## src/rtl/scs_pkg.sv

```systemverilog
package scs_pkg;

    typedef enum logic [1:0] {
        ST_IDLE = 2'd0,
        ST_RUN  = 2'd1,
        ST_DONE = 2'd2
    } add_state_e;

    // potential carries of one block for assumed carry-in 0 (lo) and 1 (hi)
    typedef struct packed {
        logic lo;
        logic hi;
    } cpair_t;

    // edges from acceptance to done in the slowest case
    function automatic int worst_ticks(input int width, input int blk);
        return 2 + blk + width / blk;
    endfunction

endpackage

```

## src/rtl/scs_blk_chain.sv

```systemverilog
module scs_blk_chain
    import scs_pkg::*;
#(
    parameter int BW       = 2,
    parameter bit SUM_FLAG = 1'b0
) (
    input  logic          clk,
    input  logic          rst,
    input  logic          init,
    input  logic          step,
    input  logic [BW-1:0] prop,
    input  logic [BW-1:0] gen,
    output logic [BW-1:0] c_lo,
    output logic [BW-1:0] c_hi,
    output logic [BW-1:0] pend,
    output logic [BW-1:0] s_lo,
    output logic [BW-1:0] s_hi,
    output logic          sum_busy
);

    logic [BW-1:0] below_lo, below_hi, below_pd;
    logic [BW-1:0] lo_nx, hi_nx, pend_nx;

    // carry entering each bit: block base constant, or the registered bit below
    assign below_lo = {c_lo[BW-2:0], 1'b0};
    assign below_hi = {c_hi[BW-2:0], 1'b1};
    assign below_pd = {pend[BW-2:0], 1'b0};

    assign lo_nx   = (prop & below_lo) | (~prop & gen);
    assign hi_nx   = (prop & below_hi) | (~prop & gen);
    assign pend_nx = pend & prop & below_pd;

    assign s_lo = prop ^ below_lo;
    assign s_hi = prop ^ below_hi;

    always_ff @(posedge clk) begin
        if (rst || init) begin
            c_lo <= '0;
            c_hi <= '1;
            pend <= '1;
        end else if (step) begin
            c_lo <= lo_nx;
            c_hi <= hi_nx;
            pend <= pend_nx;
        end
    end

    generate
        if (SUM_FLAG) begin : g_sum_flag
            always_ff @(posedge clk) begin
                if (rst || init) sum_busy <= 1'b1;
                else if (step)   sum_busy <= |pend;
            end

            // the sum flag is clear only once the internal chain has settled
            p_sumflag_settled_r6: assert property (@(posedge clk) disable iff (rst)
                !sum_busy |-> (pend == '0));
        end else begin : g_no_sum_flag
            assign sum_busy = 1'b0;
        end
    endgenerate

    // the lo chain never carries where the hi chain does not
    p_pair_order_r2: assert property (@(posedge clk) disable iff (rst)
        (c_lo & ~c_hi) == '0);

    // resolution markers only return to pending through initialisation
    p_marker_monotone_r2: assert property (@(posedge clk) disable iff (rst)
        ($countones(pend) > $countones($past(pend))) |-> $past(init));

endmodule

```

## src/rtl/scs_sel_link.sv

```systemverilog
module scs_sel_link
    import scs_pkg::*;
(
    input  logic   clk,
    input  logic   rst,
    input  logic   init,
    input  logic   step,
    input  logic   prev_ready,
    input  logic   prev_carry,
    input  cpair_t pair,
    input  logic   top_settled,
    output logic   busy,
    output logic   carry
);

    always_ff @(posedge clk) begin
        if (rst || init) begin
            busy  <= 1'b1;
            carry <= 1'b0;
        end else if (step && busy) begin
            if (pair.lo == pair.hi) begin
                carry <= pair.lo;
                busy  <= 1'b0;
            end else if (top_settled && prev_ready) begin
                carry <= prev_carry;
                busy  <= 1'b0;
            end
        end
    end

    // a flag clears only on an anticipated pair or a resolved predecessor
    p_clear_cause_r4: assert property (@(posedge clk) disable iff (rst)
        $fell(busy) |-> ($past(pair.lo == pair.hi) || $past(prev_ready && top_settled)));

    // once cleared, the selected carry does not move until reinitialised
    p_carry_hold_r4: assert property (@(posedge clk) disable iff (rst)
        (!busy && !init) |=> $stable(carry));

endmodule

```

## src/rtl/scs_adder.sv

```systemverilog
module scs_adder
    import scs_pkg::*;
#(
    parameter int N = 64,
    parameter int M = 2
) (
    input  logic         clk,
    input  logic         rst,
    input  logic         start,
    input  logic [N-1:0] a,
    input  logic [N-1:0] b,
    input  logic         cin,
    output logic [N-1:0] sum,
    output logic         cout,
    output logic         done
);

    localparam int H        = N / M;
    localparam bit SUM_FLAG = (M > 2);
    localparam int WORST    = worst_ticks(N, M);
    localparam int CW       = $clog2(WORST) + 1;
    localparam logic [CW-1:0] LIMIT = CW'(WORST - 2);

    add_state_e   st;
    logic         start_q, cin_q;
    logic [N-1:0] a_q, b_q;
    logic         accept, init, step, all_clear;
    logic [N-1:0] prop, gen;
    logic [N-1:0] clo, chi, pend_all, sl, sh;
    logic [H-1:0] busy, bcarry, sbusy, in_ok, in_c;

    assign accept = start && !start_q && (st != ST_RUN);
    assign init   = accept || (st == ST_IDLE && !start);
    assign step   = (st == ST_RUN);
    assign prop   = a_q ^ b_q;
    assign gen    = a_q & b_q;

    generate
        for (genvar c = 0; c < H; c++) begin : g_blk
            cpair_t top_pair;

            scs_blk_chain #(.BW(M), .SUM_FLAG(SUM_FLAG)) u_chain (
                .clk      (clk),
                .rst      (rst),
                .init     (init),
                .step     (step),
                .prop     (prop[c*M +: M]),
                .gen      (gen[c*M +: M]),
                .c_lo     (clo[c*M +: M]),
                .c_hi     (chi[c*M +: M]),
                .pend     (pend_all[c*M +: M]),
                .s_lo     (sl[c*M +: M]),
                .s_hi     (sh[c*M +: M]),
                .sum_busy (sbusy[c])
            );

            assign top_pair = '{lo: clo[c*M+M-1], hi: chi[c*M+M-1]};

            if (c == 0) begin : g_base
                assign in_ok[c] = (st != ST_IDLE);
                assign in_c[c]  = cin_q;
            end else begin : g_upper
                assign in_ok[c] = ~busy[c-1];
                assign in_c[c]  = bcarry[c-1];
            end

            scs_sel_link u_link (
                .clk         (clk),
                .rst         (rst),
                .init        (init),
                .step        (step),
                .prev_ready  (in_ok[c]),
                .prev_carry  (in_c[c]),
                .pair        (top_pair),
                .top_settled (~pend_all[c*M+M-1]),
                .busy        (busy[c]),
                .carry       (bcarry[c])
            );

            assign sum[c*M +: M] = in_ok[c] ? (in_c[c] ? sh[c*M +: M] : sl[c*M +: M]) : '0;
        end
    endgenerate

    assign cout      = ~busy[H-1] & bcarry[H-1];
    assign all_clear = ~|busy && ~|sbusy;

    always_ff @(posedge clk) begin
        if (rst) begin
            st      <= ST_IDLE;
            start_q <= 1'b0;
            a_q     <= '0;
            b_q     <= '0;
            cin_q   <= 1'b0;
            done    <= 1'b0;
        end else begin
            start_q <= start;
            if (accept) begin
                a_q   <= a;
                b_q   <= b;
                cin_q <= cin;
                st    <= ST_RUN;
                done  <= 1'b0;
            end else if (st == ST_RUN && all_clear) begin
                st   <= ST_DONE;
                done <= 1'b1;
            end
        end
    end

    // ticks spent running, kept for the latency bound check below
    logic [CW-1:0] run_cnt;
    always_ff @(posedge clk) begin
        if (rst || accept)                     run_cnt <= '0;
        else if (st == ST_RUN && run_cnt != '1) run_cnt <= run_cnt + 1'b1;
    end

    p_result_r1: assert property (@(posedge clk) disable iff (rst)
        $rose(done) |-> ({cout, sum} == ({1'b0, a_q} + {1'b0, b_q} + {{N{1'b0}}, cin_q})));

    p_operands_frozen_r3: assert property (@(posedge clk) disable iff (rst)
        ($past(st == ST_RUN) && st == ST_RUN) |-> ($stable(a_q) && $stable(b_q) && $stable(cin_q)));

    p_worst_bound_r5: assert property (@(posedge clk) disable iff (rst)
        (st == ST_RUN) |-> (run_cnt <= LIMIT));

    p_done_flags_r6: assert property (@(posedge clk) disable iff (rst)
        done |-> all_clear);

    p_result_hold_r6: assert property (@(posedge clk) disable iff (rst)
        (done && $past(done)) |-> ($stable(sum) && $stable(cout)));

endmodule

```

## config.mk

```make
export PLATFORM = sky130hd
export DESIGN_NAME = scs_adder
export DESIGN_NICKNAME = d
export VERILOG_FILES = /design/src/rtl/scs_pkg.sv /design/src/rtl/scs_blk_chain.sv /design/src/rtl/scs_sel_link.sv /design/src/rtl/scs_adder.sv
export SDC_FILE = /design/constraint.sdc
export NUM_CORES = 1
export LEC_CHECK = 0
export ABC_AREA = 1
export BUFFER_PORTS_ARGS = -buffer_cell sky130_fd_sc_hd__buf_2
export CORE_MARGIN = 4
export CORE_UTILIZATION = 37
export CTS_BUF_LIST = sky130_fd_sc_hd__clkbuf_2
export CTS_CLUSTER_DIAMETER = 200
export DETAILED_ROUTE_END_ITERATION = 16
export GPL_TIMING_DRIVEN = 0
export PLACE_DENSITY = 0.64
export SLEW_MARGIN = 10
export SYNTH_ARGS = -nofsm -noshare
export SYNTH_HDL_FRONTEND = slang
export SYNTH_SLANG_ARGS = --single-unit
```

## constraint.sdc

```tcl
create_clock -name clk -period 3.84 [get_ports clk]
set_input_delay 0 -clock clk [delete_from_list [all_inputs] [get_ports clk]]
set_output_delay 0 -clock clk [all_outputs]
set_load 0.05 [all_outputs]
```

==> run summary, run 1 <==
Drt first pass iters = 8
Area grow syn2layout = 33.1%
Pre-CTS setup slack = 1.64 ns
Most frequent cells in the layout = 394 x nand2_1, 357 x dfxtp_1, 337 x o21ai_0
Vias per Instance = 5.21
Power per cell area = 389 nW/µm²
Max Freq = 0.362 GHz
Max incr delay on CP = 0.40 ns
Routed wire per std cell = 19.6 µm
CP required = 3.84 ns
Clk root buf = clkbuf_2
VDD IR-drop max = 0.157 mV
Critical path capture point type = output port
Filler cells = 4255
Total GRT Usage = 0.275
Final max-slew violation count = 0
# Post-CTS Setup Buffers = 0
Worst Path Arrival = 2.76 ns
Synth Area in Compound Gates = 0.203
Pleak = 10.1 nW
I/O pin cnt = 198
CTS tree = yes
Clk sinks = 357
Mapped Area = 16100 µm²
Routed Antenna Nets = 0
Routed wire length = 66800 µm
HP Class = input pin to flop
MaxCap Viol Count = 0
PnR worst setup slack = 1.08 ns
CP Max Fanout = 4
Worst Setup Path Type = flop to output port
Largest net degree at the start of global routing = 14
Via count = 17.8k
RSZ-0062 raised after global routing = false
Worst Tran Pin Value = 1.18 ns
CP Cell Sequence = ha_1 > inv_1 > o21ai_0 > a21oi_1 > buf_2
GP Congestion = 0.923
H-tree levels = 3
Avg Cell Area, Syn = 7.35 µm²
Initial core utilization = 0.374
Hold Fails Final Rpt = 0
Outcome = complete, no violations
Layout cells sized above 1 = 0.138
Num rows = 76
Post-Synth Simple-Gate Area = 0.177
Xor and xnor area share after synthesis = 0.0207
Final Skew = 0.0919 ns
Setup TNS = 0 ns
Final Setup Violations = 0
Slowest cell on crit path = ha_1
Worst skew pair latency = 1.07 ns
Most common cell after layout, fill and taps aside = nand2_1
Nets = 2983
Initial antenna violation count = 3
Die area = 46900 µm²
Tmin final = 2.76 ns
DRT iter0 DRCs = 1816
Largest family of logic cells by synthesized area = compound AO/OA/AOI/OAI gates
Number of global-route vias before repair = 17.3k
Type of origin of the critical path = flop
First-pass GRT wire length = 98700 µm
Slew HR = 0.214
Total CTS buffers = 95
CTS clk-pin slew, worst paths = 0.11 ns
Port Buffers = 197
DR DRC count = 0
Utilization after layout = 0.497
DPL Wire Length = 44200 µm
Syn. warnings = 0
Syn nets = 2418
Die height = 217 µm
Crit share post-route = 0.720
Synthesized flop and latch total = 357
Register area share after synthesis = 0.444
Cell variety after synth = 23
Cells after Synth = 2190
Post-Synth Adder-Cell Area = 0.0747
Die W = 217 µm
Max Root-Sink Buffers = 3
Grt ovf = 0
Core area = 43100 µm²
Multiplexer area fraction after synthesis = 0
## cells by family after synthesis
kind of cell,Yosys count
fa+ha+maj,96
buf+inv,330
simple gates,735
flops,357
compound gates,634
xor+xnor,38
## path summary, 6_finish.rpt
kind                                          start                                      to  slack, ns  cells after the start
max                            b_q[55]$_SDFFE_PP0P_                                 sum[55]       1.08                      5
min                                           start     g_blk[29].u_link.carry$_SDFFE_PP0P_       0.24                      7
max reg2reg                      st[1]$_SDFFE_PP0P_                    b_q[63]$_SDFFE_PP0P_       1.21                      8
min reg2reg  g_blk[23].u_chain.pend[1]$_SDFFE_PP1N_  g_blk[23].u_chain.pend[1]$_SDFFE_PP1N_       0.46                      2
## through the flow
step                power, mW  instances  instance area (µm²)  hold slack [ns]
finish                   8.32       3410                21400            0.236
global route             8.68       3409                21400            0.214
CTS                      8.28       3408                21400            0.141
detailed placement       5.27       2972                17800            0.247
global placement         5.25       2972                17800            0.238
floorplan                4.76       2190                16100           0.0724
## power breakdown
group          leakage, nW  switching [mW]  total [mW]  internal [mW]
Combinational         6.46           0.922        1.48          0.557
Clock                0.677            1.68        2.86           1.18
Sequential            2.92           0.104        3.98           3.87
Total                 10.1            2.71        8.32           5.61
## worst max-delay path: cells and delay by family, from the launching register on
family | cells | cell delay (ns)
compound gates | 2 | 0.46
buf+inv | 2 | 0.51
fa+ha+maj | 1 | 0.40
flops | 1 | 0.33
## what timing repair did
item / CTS / global route
endpoints found under the setup margin: 0 / 0
hold endpoints to repair: 354 / 0
hold buffers: 271 / 0
resized for setup: 0 / 0
## layer usage
| metal | track usage | wire (µm) |
|---|---|---|
| met1 | 0.347 | 27000 |
| met5 | 0 | 13 |
| met4 | 0.131 | 2940 |
| met2 | 0.453 | 30600 |
| met3 | 0.0545 | 6280 |
## synth_stat cells, drive strengths merged
cell type / count / area share
xnor2: 32 / 0.017
nor2: 286 / 0.067
nand4: 6 / 0.0023
dfxtp: 357 / 0.44
or2: 3 / 0.0012
o21bai: 5 / 0.0023
xor2: 6 / 0.0033
inv: 226 / 0.053
nand3: 43 / 0.013
nand2: 397 / 0.093
a21oi: 247 / 0.077
clkbuf: 64 / 0.015
buf: 40 / 0.012
ha: 96 / 0.075
o211ai: 35 / 0.016
o21ai: 347 / 0.11
## final cells by class
cell class              instances  area, µm²  area share
diodes                          2       5.00    0.000234
plain buffers                 104        438      0.0205
clock buffers                 143        716      0.0334
clock inverters                22        169     0.00789
inverters                     226        848      0.0396
multi-input cells            1503       7660       0.358
flip-flops and latches        357       7150       0.334
well taps                     585        732      0.0342
repair buffers                468       3700       0.173
## sequential cells by signal, indices dropped and copies added, names as in the netlist
| name | cells |
|---|---|
| a_q | 64 |
| b_q | 64 |
| cin_q | 1 |
| g_blk.u_chain.c_hi | 64 |
| g_blk.u_chain.c_lo | 64 |
| g_blk.u_chain.pend | 33 |
| g_blk.u_link.busy | 32 |
| g_blk.u_link.carry | 32 |
| st | 2 |
| start_q | 1 |
No activity file was read; power rests on OpenSTA's default activity.
==> run 2, diff against run 1 <==
Settings changed: ABC_AREA 1 to 0, PLACE_DENSITY 0.64 to 0.66.
Clock period 3.84 ns to 2.3 ns, I/O delays scaled along.
==> run summary, run 2 <==
Largest net degree at the start of global routing = 12 (-2)
Design Area, Final = 22000 µm² (+2.7%)
EDFF count, synth = 0 (unchanged)
DPL Wire Length = 38500 µm (-13%)
Syn. warnings = 0 (unchanged)
Worst Setup Path Type = flop to output port
Max Freq = 0.446 GHz
Total GRT Usage = 0.234 (-0.0410)
Number of global-route vias before repair = 16.2k (-6.5%)
Hold Fails Final Rpt = 0 (unchanged)
GP Congestion = 0.912 (-1.1%)
CP Max Fanout = 3 (-1)
DRT iter0 DRCs = 1013 (-44%)
Main synth FF type = dfxtp_1
Slew HR = 0.387 (+0.174)
Routed wire length = 56200 µm (-16%)
MaxCap Viol Count = 0 (unchanged)
Comb power frac = 0.165 (-0.013)
CP required = 2.30 ns (-1.54 ns)
Worst skew pair latency = 0.96 ns (-0.11 ns)
Cell Int Power = 8.98 mW (+60%)
Via count = 15.7k (-11%)
VDD IR-drop max = 0.280 mV (+78%)
Final Skew = 0.0615 ns (-0.0304 ns)
Final Setup Violations = 0 (unchanged)
Syn nets = 2166 (-10%)
Layout Cells excl Fill = 3156 (-7.4%)
Tmin final = 2.24 ns
Cell variety after synth = 32 (+39%)
Fin Hold WS = 0.136 ns (-0.0991 ns)
Total CTS buffers = 93 (-2.1%)
Top cell type's share of synthesized area = 0.441 (-0.00309)
FF+latch area = 7180 µm² (+0.49%)
Cell with the most instances after synthesis = nand2_1
Type of origin of the critical path = flop
Ys async rst share = 0 (unchanged)
Worst Path Arrival = 2.24 ns (-0.52 ns)
Switching part of the total = 0.309 (-0.0163)
Worst Tran Pin Value = 0.919 ns (-0.261 ns)
Register area share after synthesis = 0.441 (-0.00309)
Total Power = 13.0 mW (+56%)
Reg power frac = 0.513 (+0.035)
Vias per Instance = 4.99 (-4.3%)
First-pass GRT wire length = 86700 µm (-12%)
Synthesized flop and latch total = 357 (unchanged)
Mapped Area = 16200 µm² (+0.70%)
CTS tree = yes
Die area = 47200 µm² (+0.68%)
Routed wire per std cell = 17.8 µm (-9.1%)
Pre-CTS setup slack = 0.285 ns (-1.36 ns)
Drt first pass iters = 5 (-3)
DR DRC count = 0 (unchanged)
Worst reg-to-reg setup slack = 0.15 ns (-1.06 ns)
Avg Cell Area, Syn = 8.36 µm² (+14%)
Outcome = complete, no violations
Max Root-Sink Buffers = 3 (unchanged)
Most frequent cells in the layout = 420 x nand2_1, 333 x dfxtp_1, 272 x dlygate4sd3_1
Final max-slew violation count = 0 (unchanged)
Footprint of the multi-input gates = 8250 µm² (+7.7%)
Initial core utilization = 0.375 (+0.00179)
PnR worst setup slack = 0.0589 ns (-1.02 ns)
Leading cell types by total area after synthesis = dfxtp_1 44%, nand2_1 9.7%, ha_1 7.4%, a21oi_1 6.0%, nor2_1 4.5%
Layout cells sized above 1 = 0.192 (+0.0537)
Pleak = 9.36 nW (-6.9%)
Crit share post-route = 0.974
Area grow syn2layout = 35.7%
Placed cells = 2719 (-8.5%)
Cells after Synth = 1938 (-12%)
Port Buffers = 196 (-0.51%)
Initial antenna violation count = 1 (-2)
Clk root buf = clkbuf_2
Nets = 2734 (-8.3%)
Power per cell area = 591 nW/µm² (+52%)
Yosys top cell by area = dfxtp_1
Synth cell count leaders = 420 x nand2_1, 357 x dfxtp_1, 195 x nor2_1
Grt ovf = 0 (unchanged)
Power share of the clock group = 0.322 (-0.022)
Die height = 217 µm (+0.34%)
H-tree levels = 3 (unchanged)
Most common cell after layout, fill and taps aside = nand2_1
Core area = 43200 µm² (+0.22%)
Net switching power = 4.02 mW (+48%)
Clk sinks = 357 (unchanged)
Critical path capture point type = output port
Routed Antenna Nets = 0 (unchanged)
I/O pin cnt = 198 (unchanged)
CTS clk-pin slew, worst paths = 0.10 ns (about the same)
HP Class = input pin to flop
Placed cell area = 17900 µm² (+0.60%)
Die W = 217 µm (+0.34%)
Num rows = 76 (unchanged)
Filler cells = 4241 (-0.33%)
## run 2: changes by cell type in the layout (fill, tap and decap cells not counted), moves of 42 or more
cell      previous run  this run
inv_1              223        97
nand3_1             43         1
nor2_1             285       157
a21oi_1            247       193
a211oi_1             0        65
o21ai_0            337        66
mux2i_1              0        63
buf_6                1        61
## run 2: worst max-delay path, stage by stage, from the launching register on
cell and delay [ns]:
dfxtp_2 0.41, inv_1 0.06, ha_1 0.28, xnor2_1 0.14, nor2_2 0.23, buf_6 0.20
## run 2: what timing repair did
item | 4_1_cts | 5_1_grt
hold buffers | 272 | 0
setup endpoints to repair | 54 | 49
pin swaps | 11 | 10
gates resized for setup | 128 | 62
buffers inserted | 4 | 1
hold endpoints to repair | 350 | 0
## run 2: area by class of cell
cell class / count / area share
buffer: 108 / 0.0284
clock buffer: 139 / 0.0316
clock inverter: 20 / 0.00353
multi-input combinational: 1376 / 0.375
tap: 585 / 0.0333
antenna: 1 / 0.000114
timing repair buffer: 473 / 0.185
sequential: 357 / 0.327
inverter: 97 / 0.0166
## run 2: final timing paths
path,start,endpoint,depth (start not counted)
hold / removal,start,st[0]$_SDFFE_PP0P_,5
setup / recovery,b_q[62]$_SDFFE_PP0P_,sum[62],5
hold reg to reg,a_q[17]$_SDFFE_PP0P_,a_q[17]$_SDFFE_PP0P_,2
setup reg to reg,st[1]$_SDFFE_PP0P_,b_q[42]$_SDFFE_PP0P_,8
## run 2: power by group through the flow
stage | combinational, mW | sequential (mW) | clock [mW]
after CTS | 2.11 | 6.66 | 4.26
after floorplan | 1.12 | 6.72 | 0
final | 2.15 | 6.67 | 4.19
after global placement | 1.67 | 6.78 | 0
after detailed placement | 1.71 | 6.79 | 0
after global routing | 2.34 | 6.70 | 4.60
## run 2: layer usage
| metal | part of all wire | vias to the layer above | GRT usage | routed length (µm) |
|---|---|---|---|---|
| li1 | - | 7634 | - | - |
| met1 | 0.42 | 7391 | 0.290 | 23600 |
| met2 | 0.46 | 548 | 0.391 | 26000 |
| met3 | 0.068 | 166 | 0.0438 | 3800 |
| met4 | 0.048 | 0 | 0.117 | 2690 |
| met5 | 0 | - | 0 | 0 |
## run 2: kinds of logic (layout without fill, tap and decap cells)
kind of cell / Yosys count / in the layout / share of synthesized area
compound gates: 393 / 393 / 0.142
xor+xnor: 96 / 96 / 0.0519
fa+ha+maj: 127 / 127 / 0.0933
buf+inv: 205 / 837 / 0.0608
flops: 357 / 357 / 0.441
mux: 63 / 63 / 0.0389
other cells: 0 / 1 / 0
simple gates: 697 / 697 / 0.172
## run 2: metrics by stage
step                      utilization  setup TNS [ns]
after global routing            0.509         -0.0125
final                           0.509               0
after floorplan                     -               0
after CTS                       0.506         -0.0502
after global placement          0.415               0
after detailed placement        0.415               0
